===== config.mk =====
export PLATFORM = sky130hd
export DESIGN_NAME = pulse_width_capture
export DESIGN_NICKNAME = d
export VERILOG_FILES = /design/src/rtl/pulse_width_capture.sv
export SDC_FILE = /design/constraint.sdc
export NUM_CORES = 1
export LEC_CHECK = 0
export BUFFER_PORTS_ARGS = -buffer_cell sky130_fd_sc_hd__buf_4
export CAP_MARGIN = 30
export CORE_MARGIN = 2
export CORE_UTILIZATION = 56
export DETAILED_ROUTE_END_ITERATION = 16
export PLACE_DENSITY_LB_ADDON = 0.05
export SKIP_CTS_REPAIR_TIMING = 1
export SYNTH_ARGS = -nofsm -noshare
export SYNTH_HDL_FRONTEND = slang
export SYNTH_SLANG_ARGS = --single-unit

===== constraint.sdc =====
create_clock -name clk -period 2.25 [get_ports clk]
set_input_delay 0.3375 -clock clk [delete_from_list [all_inputs] [get_ports clk]]
set_output_delay 0.3375 -clock clk [all_outputs]
set_load 0.05 [all_outputs]

===== src/rtl/pulse_width_capture.sv =====
module pulse_width_capture #(
  parameter int CNT_W    = 16,
  parameter int PRESCALE = 125
) (
  input  logic             clk,
  input  logic             rst,
  input  logic             cs_n,
  input  logic             rw,
  input  logic             pulse_in,
  output logic             irq_n,
  output logic [CNT_W-1:0] rdata
);

  localparam int              PS_W    = $clog2(PRESCALE);
  localparam logic [PS_W-1:0] PS_LAST = PS_W'(PRESCALE - 1);
  localparam logic [PS_W-1:0] TOG_A   = PS_W'(1);
  localparam logic [PS_W-1:0] TOG_B   = PS_W'(1 + (PRESCALE + 1) / 2);
  localparam logic [CNT_W-1:0] CNT_MAX = '1;

  localparam logic [2:0] S_IDLE  = 3'b000;
  localparam logic [2:0] S_ARMED = 3'b001;
  localparam logic [2:0] S_LEAD  = 3'b010;
  localparam logic [2:0] S_RUN   = 3'b011;
  localparam logic [2:0] S_TRAIL = 3'b100;

  logic [PS_W-1:0]  ps_cnt;
  logic             phase, phase_d, tick;
  logic [1:0]       sync_q;
  logic             smp;
  logic [2:0]       state, nxt;
  logic             low_seen;
  logic [CNT_W-1:0] cnt;
  logic             arm_wr, rd_en, inc, end_meas;

  assign arm_wr = ~cs_n & ~rw;
  assign rd_en  = ~cs_n & rw;
  assign tick   = phase & ~phase_d;
  assign smp    = sync_q[1];
  assign rdata  = rd_en ? cnt : '0;

  // prescaler and tick phase flop
  always_ff @(posedge clk) begin
    if (rst) begin
      ps_cnt  <= '0;
      phase   <= 1'b0;
      phase_d <= 1'b0;
    end else begin
      ps_cnt  <= (ps_cnt == PS_LAST) ? '0 : ps_cnt + 1'b1;
      if (ps_cnt == TOG_A || ps_cnt == TOG_B) phase <= ~phase;
      phase_d <= phase;
    end
  end

  always_ff @(posedge clk) begin
    if (rst) sync_q <= '0;
    else     sync_q <= {sync_q[0], pulse_in};
  end

  always_comb begin
    nxt      = state;
    inc      = 1'b0;
    end_meas = 1'b0;
    case (state)
      S_IDLE:  nxt = S_IDLE;
      S_ARMED: if (tick && smp && low_seen) nxt = S_LEAD;
      S_LEAD:  if (tick) begin
                 nxt = smp ? S_RUN : S_ARMED;
                 inc = smp;
               end
      S_RUN:   if (tick) begin
                 if (smp) inc = 1'b1;
                 else     nxt = S_TRAIL;
               end
      S_TRAIL: if (tick) begin
                 if (smp) nxt = S_RUN;
                 else begin
                   nxt      = S_IDLE;
                   end_meas = 1'b1;
                 end
               end
      default: nxt = S_IDLE;
    endcase
    if (arm_wr) begin
      nxt      = S_ARMED;
      inc      = 1'b0;
      end_meas = 1'b0;
    end
  end

  always_ff @(posedge clk) begin
    if (rst) state <= S_IDLE;
    else     state <= nxt;
  end

  always_ff @(posedge clk) begin
    if (rst || arm_wr)                          low_seen <= 1'b0;
    else if (state == S_ARMED && tick && !smp)  low_seen <= 1'b1;
  end

  always_ff @(posedge clk) begin
    if (rst || arm_wr)               cnt <= '0;
    else if (inc && cnt != CNT_MAX)  cnt <= cnt + 1'b1;
  end

  always_ff @(posedge clk) begin
    if (rst)                  irq_n <= 1'b1;
    else if (end_meas)        irq_n <= 1'b0;
    else if (arm_wr || rd_en) irq_n <= 1'b1;
  end

  assert_count_on_tick_R1: assert property (@(posedge clk) disable iff (rst)
    (!tick && !arm_wr) |=> $stable(cnt));

  assert_arm_clears_R2: assert property (@(posedge clk) disable iff (rst)
    arm_wr |=> (cnt == '0 && state == S_ARMED && irq_n));

  assert_no_start_before_low_R3: assert property (@(posedge clk) disable iff (rst)
    (state == S_ARMED && !low_seen && !arm_wr) |=> state != S_LEAD);

  assert_end_raises_irq_R7: assert property (@(posedge clk) disable iff (rst)
    (state == S_TRAIL && tick && !smp && !arm_wr) |=> (!irq_n && state == S_IDLE));

  assert_idle_holds_R7: assert property (@(posedge clk) disable iff (rst)
    (state == S_IDLE && !arm_wr) |=> (state == S_IDLE && $stable(cnt)));

  assert_no_overflow_R10: assert property (@(posedge clk) disable iff (rst)
    (cnt == CNT_MAX && !arm_wr) |=> cnt == CNT_MAX);

  assert_unused_recover_R11: assert property (@(posedge clk) disable iff (rst)
    (state > S_TRAIL && !arm_wr) |=> state == S_IDLE);

endmodule


==> impl_metrics.env, run 1 <==
export IMPL_clk_transition_reported_paths_ns=0.10
export IMPL_top_cell_type_s_share_of_synthesized_area_pct=39.2
export IMPL_grt_busiest_layer="met2"
export IMPL_yosysSeqAreaShare_pct=39.2
export IMPL_max_cap_violations=0
export IMPL_final_max_slew_viol_count=0
export IMPL_floorplan_die_height_um=58.0
export IMPL_clock_insertion_delay_worst_skew_ns=0.34
export IMPL_power_density_over_the_cells_nw_per_um2=534
export IMPL_syn_num_nets=200
export IMPL_yosys_cell_count_top_type="sky130_fd_sc_hd__dfxtp_1"
export IMPL_synth_ff_latch_count=32
export IMPL_cts_max_level=2
export IMPL_total_power_mw=0.989
export IMPL_p_leak_nw=0.676
export IMPL_dieArea_sq_um=3370
export IMPL_layout_nets=220
export IMPL_cts_buffers=5
export IMPL_outcome="finished clean"
export IMPL_drc=0
export IMPL_grt_remaining_overflow=0
export IMPL_antenna_left=0
export IMPL_postSynth_asyncResetShare_pct=0
export IMPL_vias_post_dr=1321
export IMPL_post_synth_edffs=0
export IMPL_ff2ff_setup_slack_ns=0.32
export IMPL_pre_cts_ws_ns=0.327
export IMPL_reg2reg_to="cnt[2]$_SDFFE_PP0P_"
export IMPL_clock_sinks=32
export IMPL_first_pass_grt_wire_length_um=5310
export IMPL_worst_setup_path_type="reg -> reg"
export IMPL_placeableCoreArea_sq_um=2760
export IMPL_dominantRegCellSynth="sky130_fd_sc_hd__dfxtp_1"
export IMPL_timing_setup_tns_ns=0
export IMPL_fin_crit_sh_pct=85.9
export IMPL_setup_viol_count_final=0
export IMPL_layout_min_cycle_time_ns=1.93
export IMPL_floorplan_die_width_um=58.0
export IMPL_hold_startpoint="rst"
export IMPL_area_growth_from_synthesis_to_final_layout_pct=13.3
export IMPL_antenna_diode_count=0
export IMPL_global_route_usage_total_pct=20.9
export IMPL_floorplan_initialDensity_pct=59.3
export IMPL_grt_met2_usage_pct=36.2
export IMPL_yosysWarningCount=0
export IMPL_worst_r2r_path_depth=5
export IMPL_port_buffer_count=21
export IMPL_num_io_pins=22
export IMPL_synth_top_cell_by_area="sky130_fd_sc_hd__dfxtp_1"
export IMPL_max_slew_margin_pct=45.7
export IMPL_syn_area_per_cell_sq_um=8.56
export IMPL_setup_ws_ns=0.318
export IMPL_hold_path_class="in -> reg"
export IMPL_syn_cell_area_sq_um=1640
export IMPL_clk_path_buf_depth=2
export IMPL_route_detailed_vias_per_inst=5.44
export IMPL_num_fill_cells=249
export IMPL_grt_antenna_before_repair=0
export IMPL_worst_setup_path_end_kind="flip-flop"
export IMPL_worst_endpoint_required_ns=2.54
export IMPL_synth_lib_cells_used_distinct=35
export IMPL_first_iter_violations=33
export IMPL_grt_met3_usage_pct=5.36
export IMPL_hold_viol=0
export IMPL_finalClockSkew_ns=0.00746
export IMPL_synth_cells_most_frequent="32 x sky130_fd_sc_hd__dfxtp_1, 29 x sky130_fd_sc_hd__nor2_1, 17 x sky130_fd_sc_hd__and2_1"
export IMPL_timing_critical_path_from="cnt[9]$_SDFFE_PP0P_"
export IMPL_vias_in_the_first_global_route=1265
export IMPL_max_slew_worst_pin_slew_ns=0.813
export IMPL_dp_hpwl_um=2150
export IMPL_route_detailed_wl_per_inst_um=12.4
export IMPL_root_buffer="sky130_fd_sc_hd__clkbuf_4"
export IMPL_gp_routability_congestion=0.825
export IMPL_worst_setup_sp_type="flip-flop"
export IMPL_detail_route_wirelength_um=3010
export IMPL_critical_path_max_fanout=13
export IMPL_critical_path_sink="cnt[2]$_SDFFE_PP0P_"
export IMPL_postSynthCellCount=191
export IMPL_grt_setup_unrepaired="no"
export IMPL_worst_endpoint_arrival_ns=2.23
export IMPL_ys_top_cells_by_area="sky130_fd_sc_hd__dfxtp_1 39%, sky130_fd_sc_hd__xnor2_1 8.0%, sky130_fd_sc_hd__nor2_1 6.7%"
export IMPL_share_of_cells_above_drive_strength_1_pct=15.6
export IMPL_worst_ir_drop_vdd_mv=0.545
export IMPL_fmax_mhz=518
export IMPL_drt_pass1_iter_count=4
export IMPL_floorplan_rows=19
export IMPL_global_route_usage_met1_pct=22.8
export IMPL_cts_tree="yes"
export IMPL_maximum_number_of_pins_on_one_net_before_global_route_repair=21
export IMPL_r2r_start="cnt[9]$_SDFFE_PP0P_"
## critical path: stages (launching register included)
cell and delay, ns:
sky130_fd_sc_hd__dfxtp_1 0.41, sky130_fd_sc_hd__and3_1 0.25, sky130_fd_sc_hd__and4_1 0.54, sky130_fd_sc_hd__a21oi_1 0.25
sky130_fd_sc_hd__a211oi_1 0.30, sky130_fd_sc_hd__a31o_1 0.12
## per-layer routing
| metal | part of all wire [%] | wire length (um) |
|---|---|---|
| met1 | 45 | 1340 |
| met2 | 48 | 1440 |
| met3 | 4.8 | 145 |
| met4 | 2.5 | 75 |
| met5 | 0 | 0 |
## stage by stage
| stage | std cells | instance area, sq um | util [%] | hold WS (ns) |
|---|---|---|---|---|
| floorplan | 191 | 1640 | - | 0.407 |
| global placement | 235 | 1790 | 65.1 | 0.431 |
| detailed placement | 235 | 1790 | 65.1 | 0.440 |
| CTS | 243 | 1850 | 67.2 | 0.202 |
| global route | 243 | 1850 | 67.2 | 0.201 |
| finish | 243 | 1850 | 67.2 | 0.207 |
## state kept, by name, indices dropped and copies added (netlist names)
| register | count |
|---|---|
| cnt | 16 |
| irq_n | 1 |
| low_seen | 1 |
| phase | 1 |
| phase_d | 1 |
| ps_cnt | 7 |
| state | 3 |
| sync_q | 2 |
## cell type report
cell class | count | area, sq um | area share (%)
Tap cell | 31 | 38.8 | 2.09
Sequential cell | 32 | 641 | 34.6
Clock buffer | 8 | 58.8 | 3.17
Timing Repair Buffer | 21 | 158 | 8.51
Inverter | 9 | 33.8 | 1.82
Multi-Input combinational cell | 142 | 923 | 49.8
## cells in the final DEF (no fill, tap or decap), drive strengths merged
cell type,count
a2111oi,3
buf,21
or3,2
xnor2,15
o21ai,2
and3,4
clkbuf,8
dfxtp,32
or4,2
nand4,1
or2b,1
and4,3
a31o,3
nand2b,2
nand3b,2
o22ai,1
or2,1
nor4,3
nor2b,5
nor3,2
a2bb2oi,1
ha,4
mux2i,2
and2,17
nor2,29
o22a,1
inv,9
nand3,9
a21oi,6
nand2,10
a211oi,8
xor2,3
## report_power, final
part / internal, mW / switching, mW / total, mW
Combinational: 0.0238 / 0.0324 / 0.0562
Sequential: 0.577 / 0.00947 / 0.587
Clock: 0.154 / 0.192 / 0.346
Total: 0.755 / 0.234 / 0.989
## cells by family (layout without fill, tap and decap cells)
logic type	Yosys count	in the layout	synth area share, %
AND/OR/NAND/NOR	93	93	29.8
flip-flops	32	32	39.2
AO/OA/AOI/OAI	25	25	12.7
XOR/XNOR	18	18	9.64
buffers and inverters	17	38	4.36
adder cells (fa/ha/maj)	4	4	3.06
multiplexers	2	2	1.22
## worst min path at each step
stage | end | depth (start not counted)
global placement | sync_q[1]$_SDFF_PP0_ | 1
finish | state[0]$_SDFFE_PP0P_ | 2
CTS | state[0]$_SDFFE_PP0P_ | 2
detailed placement | sync_q[1]$_SDFF_PP0_ | 1
floorplan | phase$_SDFFE_PP0P_ | 1
global route | state[0]$_SDFFE_PP0P_ | 2
(Power assumes the default switching activity.)
==> run 2, diff against run 1 <==
CORE_ASPECT_RATIO = 0.75   (was not set)
==> run 2 against run 1 <==
Via count up 5.7%. Critical path type unchanged. Setup slack worse by 0.048 ns. Flip-flop and latch count stayed put. Worst hold slack better by 0.062 ns. Design area up 4.4%. Fmax is 2.4% lower. Cell count up 2.5%. Register-to-register slack got worse by 0.05 ns. First-iteration DRC count grew to 3.6 times the previous value. Non-clock buffer count is 1 higher.
==> impl_metrics.env, run 2 (synthesis results as in run 1) <==
export IMPL_outcome="finished clean"
export IMPL_timing_critical_path_from="cnt[11]$_SDFFE_PP0P_"
export IMPL_max_slew_margin_pct=64.2
export IMPL_clock_insertion_delay_worst_skew_ns=0.30
export IMPL_internal_power_mw=0.993
export IMPL_dpl_instance_area_sq_um=1810
export IMPL_critPathBufInv=0
export IMPL_worst_r2r_path_depth=5
export IMPL_critPathSlowestCell="sky130_fd_sc_hd__and4_1"
export IMPL_power_frac_clock_pct=48.5
export IMPL_multi_input_combinational_cell_area_sq_um=923
export IMPL_grt_antenna_before_repair=0
export IMPL_grt_remaining_overflow=0
export IMPL_timing_setup_tns_ns=0
export IMPL_final_max_slew_viol_count=0
export IMPL_clk_transition_reported_paths_ns=0.07
export IMPL_gp_routability_congestion=0.908
export IMPL_net_sw_power_mw=0.266
export IMPL_worst_endpoint_required_ns=2.49
export IMPL_worst_setup_path_end_kind="flip-flop"
export IMPL_final_common_cell="sky130_fd_sc_hd__dfxtp_1"
export IMPL_clock_sinks=32
export IMPL_pre_cts_ws_ns=0.339
export IMPL_vias_in_the_first_global_route=1263
export IMPL_layout_nets=221
export IMPL_fmax_mhz=505
export IMPL_mostFrequentLayoutCells="32 x sky130_fd_sc_hd__dfxtp_1, 29 x sky130_fd_sc_hd__nor2_1, 22 x sky130_fd_sc_hd__buf_4"
export IMPL_finalClockSkew_ns=0.0110
export IMPL_worst_endpoint_arrival_ns=2.22
export IMPL_final_instance_area_sq_um=1930
export IMPL_crit_family="simple AND/OR/NAND/NOR gates"
export IMPL_maximum_number_of_pins_on_one_net_before_global_route_repair=21
export IMPL_route_detailed_vias_per_inst=5.61
export IMPL_worst_setup_path_type="reg -> reg"
export IMPL_setup_viol_count_final=0
export IMPL_r2r_start="cnt[11]$_SDFFE_PP0P_"
export IMPL_pwr_share_seq_pct=46.7
export IMPL_hold_startpoint="rst"
export IMPL_detail_route_wirelength_um=3480
export IMPL_critical_path_cell_count=5
export IMPL_area_sequential_sq_um=641
export IMPL_fin_crit_sh_pct=88.0
export IMPL_floorplan_initialDensity_pct=60.5
export IMPL_drt_pass1_iter_count=5
export IMPL_num_fill_cells=217
export IMPL_floorplan_die_width_um=66.4
export IMPL_swShare_pct=21.1
export IMPL_cpPeakStageDelay_ns=0.57
export IMPL_comb_pwr_share_pct=4.8
export IMPL_vias_post_dr=1396
export IMPL_power_density_over_the_cells_nw_per_um2=651
export IMPL_max_cap_violations=0
export IMPL_dp_hpwl_um=2360
export IMPL_cts_max_level=2
export IMPL_hold_path_class="in -> reg"
export IMPL_num_io_pins=22
export IMPL_drc=0
export IMPL_placeableCoreArea_sq_um=2700
export IMPL_port_buffer_count=21
export IMPL_layout_top_registers="cnt (16), ps_cnt (7), state (3)"
export IMPL_dieArea_sq_um=3370
export IMPL_critical_path_max_fanout=13
export IMPL_largest_reg_flops=16
export IMPL_grt_setup_unrepaired="no"
export IMPL_route_detailed_wl_per_inst_um=14.0
export IMPL_global_route_usage_total_pct=22.9
export IMPL_setup_ws_ns=0.270
export IMPL_antenna_diode_count=0
export IMPL_antenna_left=0
export IMPL_layout_min_cycle_time_ns=1.98
export IMPL_max_slew_worst_pin_slew_ns=0.538
export IMPL_area_growth_from_synthesis_to_final_layout_pct=18.3
export IMPL_root_buffer="sky130_fd_sc_hd__clkbuf_8"
export IMPL_cells_traversed_along_the_worst_timing_path="and3_1 > and4_1 > a21oi_1 > a211oi_1 > a31o_1"
export IMPL_cts_buffers=5
export IMPL_first_iter_violations=119
export IMPL_registers_top_by_ff_count="cnt"
export IMPL_cts_tree="yes"
export IMPL_worst_ir_drop_vdd_mv=0.761
export IMPL_worst_setup_sp_type="flip-flop"
export IMPL_clk_path_buf_depth=2
export IMPL_hold_viol=0
export IMPL_floorplan_rows=16
export IMPL_share_of_cells_above_drive_strength_1_pct=16.9
export IMPL_worst_hold_path_num_cells=2
export IMPL_first_pass_grt_wire_length_um=5650
export IMPL_floorplan_die_height_um=50.8
export IMPL_p_leak_nw=0.713
run 2: cell count changes in the layout (fill, tap and decap cells not counted):
cell / before / now
sky130_fd_sc_hd__clkbuf_8: 1 / 7
sky130_fd_sc_hd__clkbuf_4: 5 / 0
sky130_fd_sc_hd__clkbuf_1: 2 / 0
sky130_fd_sc_hd__buf_4: 21 / 22
sky130_fd_sc_hd__bufinv_16: 0 / 1
run 2: worst reg2reg max path, stage by stage (launching register included):
cell	delay [ns]
sky130_fd_sc_hd__dfxtp_1	0.41
sky130_fd_sc_hd__and3_1	0.27
sky130_fd_sc_hd__and4_1	0.57
sky130_fd_sc_hd__a21oi_1	0.26
sky130_fd_sc_hd__a211oi_1	0.29
sky130_fd_sc_hd__a31o_1	0.13
run 2: layout make-up:
type | instances | share of cell area [%]
repair buffers | 22 | 8.54
well taps | 36 | 2.33
multi-input cells | 142 | 47.7
inverters | 9 | 1.75
clock buffers | 7 | 4.98
flip-flops and latches | 32 | 33.1
clock inverters | 1 | 1.55
run 2: power groups by stage:
stage / Sequential (mW) / Clock, mW / Combinational [mW]
floorplan: 0.598 / 0 / 0.0413
global placement: 0.599 / 0 / 0.0567
detailed placement: 0.600 / 0 / 0.0603
CTS: 0.588 / 0.616 / 0.0609
global route: 0.590 / 0.638 / 0.0691
finish: 0.588 / 0.611 / 0.0610
run 2: metal layers:
metal | GRT usage [%] | vias up | routed length, um
li1 | - | 692 | -
met1 | 28.3 | 649 | 1620
met2 | 37.0 | 49 | 1590
met3 | 9.42 | 6 | 216
met4 | 5.78 | 0 | 51
met5 | 0 | - | 0
run 2: final timing paths:
kind	slack [ns]	to
worst min register to register	0.45	sync_q[1]$_SDFF_PP0_
worst min-delay path	0.27	phase_d$_SDFF_PP0_
worst max register to register	0.27	cnt[2]$_SDFFE_PP0P_
worst max-delay path	0.27	cnt[2]$_SDFFE_PP0P_
run 2: stage by stage:
step,cells,hold slack (ns),util [%],power (mW)
2_1_floorplan,191,0.407,-,0.639
6_report,249,0.269,71.6,1.26
3_3_place_gp,241,0.417,66.9,0.656
3_5_place_dp,241,0.447,66.9,0.661
5_1_grt,249,0.278,71.6,1.30
4_1_cts,249,0.257,71.6,1.26
